[config.mk]
export PLATFORM = sky130hd
export DESIGN_NAME = seg_load_ctrl
export DESIGN_NICKNAME = d
export VERILOG_FILES = /design/src/rtl/seg_load_pkg.sv /design/src/rtl/seg_default_desc.sv /design/src/rtl/seg_rule_check.sv /design/src/rtl/seg_reg_file.sv /design/src/rtl/seg_load_ctrl.sv
export SDC_FILE = /design/constraint.sdc
export NUM_CORES = 1
export LEC_CHECK = 0
export BUFFER_PORTS_ARGS = -buffer_cell sky130_fd_sc_hd__buf_2
export CORE_UTILIZATION = 40
export CTS_CLUSTER_SIZE = 12
export DETAILED_ROUTE_END_ITERATION = 12
export GPL_ROUTABILITY_DRIVEN = 0
export HOLD_SLACK_MARGIN = 0.03
export PLACE_DENSITY = 0.65
export SLEW_MARGIN = 0
export SYNTH_ARGS = -nofsm -noshare
export SYNTH_HDL_FRONTEND = slang
export SYNTH_HIERARCHICAL = 1
export SYNTH_SLANG_ARGS = --single-unit
[constraint.sdc]
create_clock -name clk_i -period 2.9 [get_ports clk_i]
set_input_delay 0.87 -clock clk_i [delete_from_list [all_inputs] [get_ports clk_i]]
set_output_delay 0.87 -clock clk_i [all_outputs]
set_load 0.05 [all_outputs]
[src/rtl/seg_load_pkg.sv]
package seg_load_pkg;
  parameter int unsigned SEL_W = 16;
  parameter int unsigned ADR_W = 32;
  parameter int unsigned TGT_W = 3;
  parameter int unsigned VEC_W = 8;
  localparam int unsigned NUM_SLOTS = 1 << TGT_W;

  typedef enum logic [TGT_W-1:0] {
    T_ES = 3'd0, T_CS = 3'd1, T_SS = 3'd2, T_DS = 3'd3,
    T_FS = 3'd4, T_GS = 3'd5, T_LDT = 3'd6, T_RSV = 3'd7
  } tgt_e;

  typedef enum logic [1:0] {ACT_NONE, ACT_COMMIT, ACT_FAULT, ACT_ILLEGAL} act_e;

  localparam logic [VEC_W-1:0] VEC_GP = VEC_W'(13);
  localparam logic [VEC_W-1:0] VEC_SS = VEC_W'(12);
  localparam logic [VEC_W-1:0] VEC_NP = VEC_W'(11);
  localparam logic [3:0]       LDT_TYPE = 4'd2;

  typedef struct packed {
    logic             valid;
    logic             present;
    logic             sys;
    logic [3:0]       typ;
    logic [1:0]       dpl;
    logic             big;
    logic [ADR_W-1:0] base;
    logic [ADR_W-1:0] limit;
  } seg_cache_t;

  typedef struct packed {
    act_e             act;
    logic [SEL_W-1:0] sel;
    seg_cache_t       cache;
    logic             set_big;
    logic             big;
    logic [VEC_W-1:0] vec;
    logic [SEL_W-1:0] err;
  } decision_t;
endpackage

[src/rtl/seg_default_desc.sv]
module seg_default_desc
  import seg_load_pkg::*;
(
  input  logic [SEL_W-1:0] sel_i,
  input  logic             v86_i,
  output seg_cache_t       dflt_o
);
  localparam int unsigned PARA_SH = 4;
  localparam logic [ADR_W-1:0] REAL_LIMIT = ADR_W'(32'h0000_FFFF);

  always_comb begin
    dflt_o         = '0;
    dflt_o.valid   = 1'b1;
    dflt_o.present = 1'b1;
    dflt_o.sys     = 1'b0;
    dflt_o.typ     = 4'b0010;
    dflt_o.dpl     = v86_i ? 2'd3 : 2'd0;
    dflt_o.big     = 1'b0;
    dflt_o.base    = ADR_W'(sel_i) << PARA_SH;
    dflt_o.limit   = REAL_LIMIT;
  end
endmodule

[src/rtl/seg_rule_check.sv]
module seg_rule_check
  import seg_load_pkg::*;
(
  input  logic             req_i,
  input  tgt_e             tgt_i,
  input  logic [SEL_W-1:0] sel_i,
  input  logic [1:0]       cpl_i,
  input  logic             prot_i,
  input  logic             v86_i,
  input  logic             lk_null_i,
  input  logic             lk_err_i,
  input  seg_cache_t       desc_i,
  input  seg_cache_t       dflt_i,
  output decision_t        dec_o
);
  logic             legacy;
  logic [1:0]       rpl;
  logic             is_code, conforming, rw_bit;
  logic [SEL_W-1:0] idx_err;

  assign legacy     = !prot_i || v86_i;
  assign rpl        = sel_i[1:0];
  assign is_code    = desc_i.typ[3];
  assign conforming = desc_i.typ[2];
  assign rw_bit     = desc_i.typ[1];
  assign idx_err    = {sel_i[SEL_W-1:2], 2'b00};

  always_comb begin
    dec_o         = '0;
    dec_o.act     = ACT_NONE;
    dec_o.sel     = sel_i;
    dec_o.cache   = desc_i;
    dec_o.vec     = VEC_GP;
    dec_o.err     = idx_err;
    if (req_i) begin
      dec_o.act = ACT_COMMIT;
      if (tgt_i == T_CS || tgt_i == T_RSV || (tgt_i == T_LDT && legacy)) begin
        dec_o.act = ACT_ILLEGAL;
      end else if (legacy) begin
        dec_o.cache   = dflt_i;
        dec_o.set_big = (tgt_i == T_SS);
        dec_o.big     = 1'b0;
      end else if (tgt_i == T_SS) begin
        if (lk_null_i || lk_err_i) begin
          dec_o.act = ACT_FAULT;
        end else if (rpl != cpl_i || desc_i.dpl != cpl_i || desc_i.sys || is_code || !rw_bit) begin
          dec_o.act = ACT_FAULT;
        end else if (!desc_i.present) begin
          dec_o.act = ACT_FAULT;
          dec_o.vec = VEC_SS;
        end else begin
          dec_o.sel     = {sel_i[SEL_W-1:2], cpl_i};
          dec_o.set_big = 1'b1;
          dec_o.big     = desc_i.big;
        end
      end else if (tgt_i == T_LDT) begin
        dec_o.err = sel_i;
        if (lk_null_i) begin
          dec_o.sel   = '0;
          dec_o.cache = '0;
        end else if (lk_err_i || sel_i[2]) begin
          dec_o.act = ACT_FAULT;
        end else if (!desc_i.sys || desc_i.typ != LDT_TYPE) begin
          dec_o.act = ACT_FAULT;
        end else if (!desc_i.present) begin
          dec_o.act = ACT_FAULT;
          dec_o.vec = VEC_NP;
        end
      end else begin
        if (lk_null_i) begin
          dec_o.cache = '0;
        end else if (lk_err_i) begin
          dec_o.act = ACT_FAULT;
        end else if (desc_i.sys || (is_code && !rw_bit)) begin
          dec_o.act = ACT_FAULT;
        end else if ((!is_code || !conforming) && (rpl > desc_i.dpl || cpl_i > desc_i.dpl)) begin
          dec_o.act = ACT_FAULT;
        end else if (!desc_i.present) begin
          dec_o.act = ACT_FAULT;
          dec_o.vec = VEC_NP;
        end
      end
    end
  end
endmodule

[src/rtl/seg_reg_file.sv]
module seg_reg_file
  import seg_load_pkg::*;
(
  input  logic                 clk_i,
  input  logic                 rst_ni,
  input  logic [NUM_SLOTS-1:0] wr_en_i,
  input  logic [SEL_W-1:0]     wr_sel_i,
  input  seg_cache_t           wr_cache_i,
  input  logic [TGT_W-1:0]     rd_idx_i,
  output logic [SEL_W-1:0]     rd_sel_o,
  output seg_cache_t           rd_cache_o
);
  logic [SEL_W-1:0] sel_q   [NUM_SLOTS];
  seg_cache_t       cache_q [NUM_SLOTS];

  for (genvar s = 0; s < NUM_SLOTS; s++) begin : g_slot
    always_ff @(posedge clk_i or negedge rst_ni) begin
      if (!rst_ni) begin
        sel_q[s]   <= '0;
        cache_q[s] <= '0;
      end else if (wr_en_i[s]) begin
        sel_q[s]   <= wr_sel_i;
        cache_q[s] <= wr_cache_i;
      end
    end
  end

  assign rd_sel_o   = sel_q[rd_idx_i];
  assign rd_cache_o = cache_q[rd_idx_i];
endmodule

[src/rtl/seg_load_ctrl.sv]
module seg_load_ctrl
  import seg_load_pkg::*;
(
  input  logic              clk_i,
  input  logic              rst_ni,
  input  logic              req_i,
  input  logic [2:0]        tgt_i,
  input  logic [15:0]       sel_i,
  input  logic [1:0]        cpl_i,
  input  logic              prot_i,
  input  logic              v86_i,
  input  logic              lk_null_i,
  input  logic              lk_err_i,
  input  logic              d_sys_i,
  input  logic [3:0]        d_type_i,
  input  logic [1:0]        d_dpl_i,
  input  logic              d_present_i,
  input  logic              d_big_i,
  input  logic [31:0]       d_base_i,
  input  logic [31:0]       d_limit_i,
  output logic              done_o,
  output logic              fault_o,
  output logic              illegal_o,
  output logic [7:0]        fault_vec_o,
  output logic [15:0]       fault_err_o,
  output logic              ss_big_o,
  input  logic [2:0]        rd_idx_i,
  output logic [15:0]       rd_sel_o,
  output logic              rd_valid_o,
  output logic              rd_present_o,
  output logic              rd_sys_o,
  output logic [3:0]        rd_type_o,
  output logic [1:0]        rd_dpl_o,
  output logic              rd_big_o,
  output logic [31:0]       rd_base_o,
  output logic [31:0]       rd_limit_o
);
  seg_cache_t           desc_in, dflt, rd_cache;
  decision_t            dec;
  logic [NUM_SLOTS-1:0] wr_en;

  always_comb begin
    desc_in         = '0;
    desc_in.valid   = 1'b1;
    desc_in.present = d_present_i;
    desc_in.sys     = d_sys_i;
    desc_in.typ     = d_type_i;
    desc_in.dpl     = d_dpl_i;
    desc_in.big     = d_big_i;
    desc_in.base    = d_base_i;
    desc_in.limit   = d_limit_i;
  end

  seg_default_desc u_dflt (
    .sel_i  (sel_i),
    .v86_i  (v86_i),
    .dflt_o (dflt)
  );

  seg_rule_check u_rules (
    .req_i     (req_i),
    .tgt_i     (tgt_e'(tgt_i)),
    .sel_i     (sel_i),
    .cpl_i     (cpl_i),
    .prot_i    (prot_i),
    .v86_i     (v86_i),
    .lk_null_i (lk_null_i),
    .lk_err_i  (lk_err_i),
    .desc_i    (desc_in),
    .dflt_i    (dflt),
    .dec_o     (dec)
  );

  always_comb begin
    wr_en = '0;
    if (dec.act == ACT_COMMIT) wr_en[tgt_i] = 1'b1;
  end

  seg_reg_file u_regs (
    .clk_i      (clk_i),
    .rst_ni     (rst_ni),
    .wr_en_i    (wr_en),
    .wr_sel_i   (dec.sel),
    .wr_cache_i (dec.cache),
    .rd_idx_i   (rd_idx_i),
    .rd_sel_o   (rd_sel_o),
    .rd_cache_o (rd_cache)
  );

  always_ff @(posedge clk_i or negedge rst_ni) begin
    if (!rst_ni) begin
      done_o      <= 1'b0;
      fault_o     <= 1'b0;
      illegal_o   <= 1'b0;
      fault_vec_o <= '0;
      fault_err_o <= '0;
      ss_big_o    <= 1'b0;
    end else begin
      done_o    <= (dec.act == ACT_COMMIT);
      fault_o   <= (dec.act == ACT_FAULT);
      illegal_o <= (dec.act == ACT_ILLEGAL);
      if (dec.act == ACT_FAULT) begin
        fault_vec_o <= dec.vec;
        fault_err_o <= dec.err;
      end
      if (dec.act == ACT_COMMIT && dec.set_big) ss_big_o <= dec.big;
    end
  end

  assign rd_valid_o   = rd_cache.valid;
  assign rd_present_o = rd_cache.present;
  assign rd_sys_o     = rd_cache.sys;
  assign rd_type_o    = rd_cache.typ;
  assign rd_dpl_o     = rd_cache.dpl;
  assign rd_big_o     = rd_cache.big;
  assign rd_base_o    = rd_cache.base;
  assign rd_limit_o   = rd_cache.limit;
endmodule

==> results of run 1 <==
## layer usage
metal  wire [um]  up-vias
met5           0        -
met1       45480    11930
li1            -     9045
met2       53660      659
met3        5723      193
met4        3565        0
## worst min-delay path by stage
stage / from / end / cells after the start
finish: rst_ni / u_regs/cache_q[67] / 1
detailed placement: u_regs/cache_q[519] / u_regs/cache_q[519] / 1
global route: rst_ni / u_regs/cache_q[195] / 1
global placement: u_regs/cache_q[208] / u_regs/cache_q[208] / 1
CTS: rst_ni / u_regs/cache_q[67] / 1
floorplan: u_regs/cache_q[100] / u_regs/cache_q[100] / 1
## cells in the mapped netlist, drive strengths merged, types with 3 or more instances
cell,count,area [um^2]
nor2b,3,21.27
clkbuf,100,375.4
nor3b,3,27.52
dfrtp,748,18720
nand2,7,26.28
ha,4,50.05
conb,5,18.77
mux2,835,9474
and2,19,121.4
nand3,4,20.02
nand2b,5,31.28
mux4,180,4054
a22o,74,648.1
buf,143,1091
inv,10,37.54
nor2,12,45.04
a2111oi,3,40.04
## timing repair
| action | 4_1_cts | 5_1_grt |
|---|---|---|
| setup endpoints to repair | 821 | 834 |
| resized for setup | 499 | 498 |
| pin swaps | 13 | 21 |
| gates cloned | 33 | 44 |
| buffers inserted | 66 | 34 |
## flip-flops by register name, indices dropped and copies added, names as in the netlist
register and cells:
done_o 1, fault_err_o 16, fault_o 1, fault_vec_o 8
illegal_o 1, ss_big_o 1, u_regs/cache_q 592, u_regs/sel_q 128
## layout make-up
cell class / instances / area (um^2)
Timing Repair Buffer: 601 / 8051
Inverter: 10 / 57.56
Tap cell: 1155 / 1445
Antenna cell: 6 / 15.01
Fill cell: 6511 / 38230
Multi-Input combinational cell: 1236 / 17340
Sequential cell: 748 / 18720
Clock buffer: 127 / 2485
Clock inverter: 30 / 407.9
## kinds of logic after synthesis
family	Yosys count	share of synthesized area (%)
xor gates and xnor gates	2	0.05007
and+or+nand+nor	66	1.123
other	5	0.05364
muxes	1015	38.66
adders and majority gates	4	0.1430
AOI/OAI and AO/OA	87	2.181
DFF	748	53.49
buffers and inverters	253	4.298
## power breakdown
| part | total, uW | internal, uW | switching, uW |
|---|---|---|---|
| registers | 15100 | 13400 | 1700 |
| clock network | 11100 | 6580 | 4490 |
| logic | 12000 | 6860 | 5110 |
| total | 38200 | 26900 | 11300 |
## critical path, cell delays in order
cell and delay, ns:
buf_16 0.12, buf_12 0.15, buf_12 0.12, buf_12 0.12, mux4_2 0.51, mux2_4 0.30, buf_6 0.16
## through the flow
stage	utilization, %	cell area (um^2)	worst slack (ns)	TNS, ns	cells
after global placement	45.44	39420	-0.9856	-667.32	3598
after CTS	52.64	45660	-0.3800	-118.26	3853
final	55.93	48520	-0.3534	-158.81	3913
after floorplan	-	35760	-0.3805	-278.55	2237
after detailed placement	45.44	39420	-0.9733	-648.65	3598
after global routing	55.92	48520	-0.4126	-209.39	3910
==> results.sh, run 1 <==
export IMPL_mostFrequentLayoutCell="dfrtp_1"
export IMPL_required_ns=2.03
export IMPL_dieWidth_um=297.8
export IMPL_area_growth_syn_to_layout_pct=38.67
export IMPL_drtAntennaViolNets=0
export IMPL_peakVddDrop_uv=605.2
export IMPL_synth_area_um2=34990
export IMPL_drc=0
export IMPL_status="finished with violations"
export IMPL_setup_viol=825
export IMPL_h_tree_depth=3
export IMPL_clk_latency_ns=0.64
export IMPL_hp_class="in -> async"
export IMPL_tritoncts="done"
export IMPL_die_h_um=297.8
export IMPL_wl_per_cell_um=27.71
export IMPL_portBuffers=221
export IMPL_rows=108
export IMPL_cts_buffers=84
export IMPL_drv_slew=0
export IMPL_dieArea_um2=88670
export IMPL_first_iter_violations=1548
export IMPL_clock_skew_ns=0
export IMPL_drive_above_1_share_pct=64.97
export IMPL_place_hpwl_um=63870
export IMPL_hold_buffers=0
export IMPL_fin_crit_ns=3.253
export IMPL_r2r_slack_ns=2.09
export IMPL_grt_max_degree=78
export IMPL_p_per_area_nw_per_um2=786.7
export IMPL_fin_crit_sh_pct=112.2
export IMPL_worstMarginPinSlew_ns=0.7141
export IMPL_rsz0062_at_grt="true"
export IMPL_critical_path_class="in -> out"
export IMPL_grtUsageMet2_pct=37.86
export IMPL_num_vias=21820
export IMPL_clkSinkCount=748
export IMPL_root_buffer="clkbuf_16"
export IMPL_worst_r2r_path_depth=1
export IMPL_grt_busiest_layer="met2"
export IMPL_clock_path_buffers=3
export IMPL_grt_overflow_total=0
export IMPL_grt_pass1_wl_um=152100
export IMPL_slew_headroom_pct=52.39
export IMPL_synth_cell_types=46
export IMPL_start_kind="primary input"
export IMPL_synth_main_ff_cell="dfrtp_1"
export IMPL_timing_rr_start="u_regs/cache_q[559]"
export IMPL_crit_fanout=7
export IMPL_grtUsageMet3_pct=2.589
export IMPL_drt_total_wl_um=108400
export IMPL_drtPass1Iterations=5
export IMPL_viasPerCell=5.577
export IMPL_nNetsFinal=2789
export IMPL_violations="setup timing"
export IMPL_hold_viol=0
export IMPL_initial_utilization_pct=40.34
export IMPL_yosys_warnings=6
export IMPL_grtUsageMet1_pct=30.58
export IMPL_max_freq_ghz=0.3074
export IMPL_fin_total_pwr_uw=38170
export IMPL_r2r_end="u_regs/cache_q[559]"
export IMPL_io_pins=222
export IMPL_synth_cells=2180
export IMPL_ys_seq_area_share_pct=53.49
export IMPL_synth_seq_cells=748
export IMPL_cp_endpoint="rd_type_o[2]"
export IMPL_power_leakage_uw=0.02173
export IMPL_core_um2=86750
export IMPL_cp_startpoint="rd_idx_i[0]"
export IMPL_synth_edf_count=0
export IMPL_grtUsageTotal_pct=22.51
export IMPL_async_reset_ff_share_pct=100.0
export IMPL_holdWs_ns=0.2515
export IMPL_cap_violations=0
export IMPL_layout_setup_ws_ns=-0.3534
export IMPL_arrival_ns=2.38
export IMPL_syn_avg_cell_area_um2=16.05
export IMPL_grt_antenna_before_repair=10
export IMPL_grt_pass1_vias=23700
export IMPL_cts_clk_slew_worst_paths_ns=0.06
export IMPL_end_kind="output port"
export IMPL_final_cell_mix="dfrtp_1 (748), mux2_4 (584), mux2_2 (251)"
Note: power is estimated with default switching activity, not from simulation.
==> run 2, diff against run 1 <==
==> constraint.sdc (replaced) <==
create_clock -name clk_i -period 2.9 [get_ports clk_i]
set_input_delay 0.29 -clock clk_i [delete_from_list [all_inputs] [get_ports clk_i]]
set_output_delay 0.29 -clock clk_i [all_outputs]
set_load 0.05 [all_outputs]
==> run 2 against run 1 <==
Against the previous run:
- clock power fell by 5%
- critical endpoint is now u_regs/cache_q[544]
- die area did not move
- largest power group unchanged
- the run now ends clean
- sequential share of layout area rose by 6.9 points
- highest routed layer is now met5
==> results.sh, run 2 (same netlist as run 1, synthesis figures left out) <==
export IMPL_max_freq_ghz=0.3590
export IMPL_drive_above_1_share_pct=60.64
export IMPL_fin_total_pwr_uw=34540
export IMPL_setup_viol=0
export IMPL_hold_viol=0
export IMPL_worst_r2r_path_depth=1
export IMPL_drt_total_wl_um=90270
export IMPL_fin_crit_ns=2.785
export IMPL_die_h_um=297.8
export IMPL_clock_skew_ns=0
export IMPL_drtPass1Iterations=5
export IMPL_clock_path_buffers=3
export IMPL_p_sw_uw=10380
export IMPL_path_depth=14
export IMPL_layout_setup_ws_ns=0.1147
export IMPL_critical_path_slowest_cell="or3b_1"
export IMPL_mostFrequentLayoutCell="mux2_2"
export IMPL_p_int_uw=24160
export IMPL_start_kind="primary input"
export IMPL_h_tree_depth=3
export IMPL_initial_utilization_pct=40.34
export IMPL_largest_register_ff_count=592
export IMPL_comb_power_share_pct=26.1
export IMPL_grt_antenna_before_repair=9
export IMPL_final_cell_mix="mux2_2 (816), dfrtp_1 (748), buf_2 (217)"
export IMPL_num_vias=19880
export IMPL_first_iter_violations=1402
export IMPL_tns_ns=0
export IMPL_status="finished clean"
export IMPL_p_per_area_nw_per_um2=839.4
export IMPL_dieWidth_um=297.8
export IMPL_power_leakage_uw=0.01778
export IMPL_portBuffers=221
export IMPL_biggestRegsByFlops="u_regs/cache_q: 592 flops, u_regs/sel_q: 128 flops, fault_err_o: 16 flops"
export IMPL_clockPowerShare_pct=30.8
export IMPL_tritoncts="done"
export IMPL_clkSinkCount=748
export IMPL_cts_clk_slew_worst_paths_ns=0.06
export IMPL_grt_overflow_total=0
export IMPL_cap_violations=0
export IMPL_cp_startpoint="d_dpl_i[1]"
export IMPL_cp_common_cell="buf_12"
export IMPL_drtAntennaViolNets=0
export IMPL_rows=108
export IMPL_viasPerCell=5.430
export IMPL_crit_chain="buf_2 > inv_1 > ha_1 > nor4bb_1 > nand3_1 > nor2_2 > a2111oi_2 > o21a_1 > or3b_1 > buf_12 > nor3_2 > buf_4 > buf_12 > mux2_2"
export IMPL_timing_rr_start="ss_big_o"
export IMPL_slew_headroom_pct=54.79
export IMPL_critical_path_class="in -> reg"
export IMPL_drv_slew=0
export IMPL_root_buffer="clkbuf_16"
export IMPL_hold_start="sel_i[14]"
export IMPL_power_frac_seq_pct=43.2
export IMPL_core_um2=86750
export IMPL_grt_pass1_wl_um=139900
export IMPL_hp_class="in -> reg"
export IMPL_place_hpwl_um=60170
export IMPL_stdcell_area_um2=41140
export IMPL_whs_path_depth=2
export IMPL_io_pins=222
export IMPL_peakVddDrop_uv=427.1
export IMPL_crit_fanout=19
export IMPL_clk_latency_ns=0.64
export IMPL_regMostFlops="u_regs/cache_q"
export IMPL_rsz0062_at_grt="false"
export IMPL_utilization_pct=47.42
export IMPL_grtUsageTotal_pct=20.62
export IMPL_grt_pass1_vias=22270
export IMPL_nNetsFinal=2547
export IMPL_wl_per_cell_um=24.65
export IMPL_path_buf_inv=5
export IMPL_arrival_ns=3.29
export IMPL_fin_crit_sh_pct=96.04
export IMPL_cts_buffers=82
export IMPL_switching_share_pct=30.06
export IMPL_crit_family="simple AND/OR/NAND/NOR gates"
export IMPL_worstMarginPinSlew_ns=0.6782
export IMPL_area_growth_syn_to_layout_pct=17.57
export IMPL_end_kind="register"
export IMPL_drc=0
export IMPL_grt_max_degree=96
export IMPL_dpl_cell_area_um2=38290
export IMPL_cp_slowest_stage_delay_ns=0.43
export IMPL_dieArea_um2=88670
export IMPL_required_ns=3.40
export IMPL_dpl_worst_slack_ns=-0.5179
run 2: power groups by stage:
stage	Clock (uW)	Sequential (uW)	Combinational, uW
final	10600	14900	9010
after global routing	11300	15300	9530
after CTS	10900	14900	9110
after detailed placement	0	15100	9070
after global placement	0	14800	8790
after floorplan	0	14800	6810
run 2: area by class of cell:
class,count,area (um^2)
Antenna cell,7,17.52
Clock buffer,126,2447
Clock inverter,19,336.6
Fill cell,7337,45610
Inverter,10,37.54
Multi-Input combinational cell,1236,15070
Sequential cell,748,18720
Tap cell,1155,1445
Timing Repair Buffer,361,3074
run 2: routing by layer:
layer	global-route usage (%)	routed length, um
met5	0	51
met4	6.361	1846
met2	34.22	44750
met1	27.73	39320
met3	3.398	4307
run 2: what timing repair did:
| action | CTS | global route |
|---|---|---|
| resized for setup | 0 | 1 |
| setup endpoints to repair | 0 | 19 |
| hold buffers | 5 | 0 |
| setup buffers | 0 | 0 |
| hold endpoints to repair | 64 | 0 |
run 2: final timing paths:
check / endpoint / slack, ns
min: fault_err_o[14] / 0.10
max in group asynchronous: u_regs/cache_q[271] / 1.51
max reg2reg: ss_big_o / 2.07
min reg2reg: u_regs/sel_q[15] / 0.50
max: u_regs/cache_q[544] / 0.11
min in group asynchronous: u_regs/cache_q[21] / 0.26
run 2: metrics by stage:
| step | cells | hold WS (ns) |
|---|---|---|
| global placement | 3505 | 0.3347 |
| detailed placement | 3505 | 0.3445 |
| finish | 3662 | 0.1046 |
| CTS | 3655 | 0.05563 |
| floorplan | 2237 | -0.005591 |
| global route | 3659 | 0.07395 |
==> run 3, diff against run 2 <==
Settings changed: SETUP_SLACK_MARGIN set to 0.2.
==> run 3 against run 2 <==
Against the previous run:
- core utilization increased by 0.38 points
- setup slack improved by 0.19 ns
- sequential cell count unchanged
- clock skew is the same
- cell count increased by 0.35%
- first-iteration DRC count down 9.7%
- sequential power about the same
- die area unchanged
- critical path depth unchanged
- non-clock buffer count is 6 higher
- combinational power barely moved
- global-route usage up 0.33 points
- critical path type unchanged
- highest routed layer unchanged
==> results.sh, run 3 (same netlist as run 1, synthesis figures left out) <==
export IMPL_end_kind="register"
export IMPL_viasPerCell=5.402
export IMPL_grt_overflow_total=0
export IMPL_dieWidth_um=297.8
export IMPL_drtPass1Iterations=5
export IMPL_num_vias=19850
export IMPL_max_freq_ghz=0.3854
export IMPL_first_iter_violations=1266
export IMPL_initial_utilization_pct=40.34
export IMPL_crit_fanout=16
export IMPL_rsz0062_at_grt="true"
export IMPL_portBuffers=221
export IMPL_power_leakage_uw=0.01792
export IMPL_p_per_area_nw_per_um2=833.4
export IMPL_worstMarginPinSlew_ns=0.7017
export IMPL_tritoncts="done"
export IMPL_dieArea_um2=88670
export IMPL_root_buffer="clkbuf_16"
export IMPL_biggestRegsByFlops="u_regs/cache_q: 592 flops, u_regs/sel_q: 128 flops, fault_err_o: 16 flops"
export IMPL_mostFrequentLayoutCell="mux2_2"
export IMPL_area_growth_syn_to_layout_pct=18.52
export IMPL_regMostFlops="u_regs/cache_q"
export IMPL_final_cell_mix="mux2_2 (800), dfrtp_1 (748), buf_2 (217)"
export IMPL_clk_latency_ns=0.63
export IMPL_grt_antenna_before_repair=25
export IMPL_core_um2=86750
export IMPL_grtUsageTotal_pct=20.95
export IMPL_io_pins=222
export IMPL_stdcell_count=3675
export IMPL_wl_per_cell_um=24.76
export IMPL_n_fill_cell=7338
export IMPL_rows=108
export IMPL_hp_class="in -> reg"
export IMPL_fin_crit_sh_pct=89.48
export IMPL_cts_buffers=83
export IMPL_arrival_ns=3.10
export IMPL_nNetsFinal=2554
export IMPL_dp_cells=3510
export IMPL_clock_path_buffers=3
export IMPL_drt_total_wl_um=90980
export IMPL_drv_slew=0
export IMPL_cap_violations=0
export IMPL_drive_above_1_share_pct=60.99
export IMPL_grt_pass1_wl_um=140900
export IMPL_clock_skew_ns=0
export IMPL_h_tree_depth=3
export IMPL_hold_viol=0
export IMPL_largest_register_ff_count=592
export IMPL_place_hpwl_um=60630
export IMPL_register_area_um2=18720
export IMPL_holdWs_ns=0.07981
export IMPL_grt_pass1_vias=22420
export IMPL_start_kind="primary input"
export IMPL_fin_crit_ns=2.595
export IMPL_clkSinkCount=748
export IMPL_die_h_um=297.8
export IMPL_grt_max_degree=131
export IMPL_critical_path_class="in -> reg"
export IMPL_status="finished clean"
export IMPL_peakVddDrop_uv=477.5
export IMPL_drtAntennaViolNets=0
export IMPL_required_ns=3.40
export IMPL_fin_total_pwr_uw=34560
export IMPL_drc=0
export IMPL_multi_input_area_um2=15190
export IMPL_utilization_pct=47.81
export IMPL_cts_clk_slew_worst_paths_ns=0.06
export IMPL_slew_headroom_pct=53.22
export IMPL_setup_viol=0
[run 3: layout make-up]
class                   count  area share [%]
well taps                1155           3.484
repair buffers            367           7.943
clock buffers             128           5.949
inverters                  10         0.09654
flip-flops and latches    748           45.13
multi-input cells        1236           36.62
clock inverters            23          0.7210
diodes                      8         0.04827
[run 3: through the flow]
stage | TNS (ns) | cell area (um^2) | setup slack, ns
floorplan | 0 | 35820 | 0.1429
global placement | -209.79 | 38620 | -0.4058
detailed placement | -158.74 | 38620 | -0.3360
CTS | 0 | 41430 | 0.3001
global route | 0 | 41460 | 0.1566
finish | 0 | 41470 | 0.3052
[run 3: critical path, cell delays in order]
cell and delay, ns:
buf_2 0.18, inv_1 0.11, ha_1 0.30, nand2b_1 0.06
a222oi_1 0.37, nor3b_2 0.12, a2111oi_4 0.40, o21a_1 0.19
nand3b_1 0.19, buf_4 0.19, nor2_4 0.07, buf_12 0.17
buf_12 0.16, mux2_2 0.28
[run 3: per-layer routing]
metal	GRT usage, %	up-vias	part of all wire [%]
li1	-	8532	-
met1	27.51	10670	43
met2	33.45	462	47
met3	5.710	157	6.7
met4	7.241	28	2.8
met5	0	-	0.19
[run 3: timing repair]
action / in CTS / in global routing
setup buffers: 0 / 2
hold endpoints to repair: 343 / 0
endpoints found under the setup margin: 0 / 96
resized for setup: 0 / 2
hold buffers: 4 / 0
[run 3: path summary, 6_finish.rpt]
| path | endpoint | cells past startpoint | startpoint | slack [ns] |
|---|---|---|---|---|
| setup / recovery | u_regs/cache_q[63] | 14 | d_dpl_i[1] | 0.31 |
| hold / removal | fault_err_o[11] | 2 | sel_i[11] | 0.08 |
| setup reg to reg | fault_err_o[2] | 1 | fault_err_o[2] | 2.09 |
| hold reg to reg | u_regs/cache_q[127] | 1 | u_regs/cache_q[127] | 0.50 |
| max in group asynchronous | u_regs/sel_q[6] | 3 | rst_ni | 1.70 |
| min in group asynchronous | u_regs/cache_q[331] | 2 | rst_ni | 0.14 |
[run 3: power breakdown]
part           leakage (uW)  switching [uW]  internal (uW)  total [uW]
combinational       0.00735            4490           4540        9030
clock               0.00136            4360           6260       10600
sequential          0.00920            1490          13400       14900
total                0.0179           10300          24200       34600
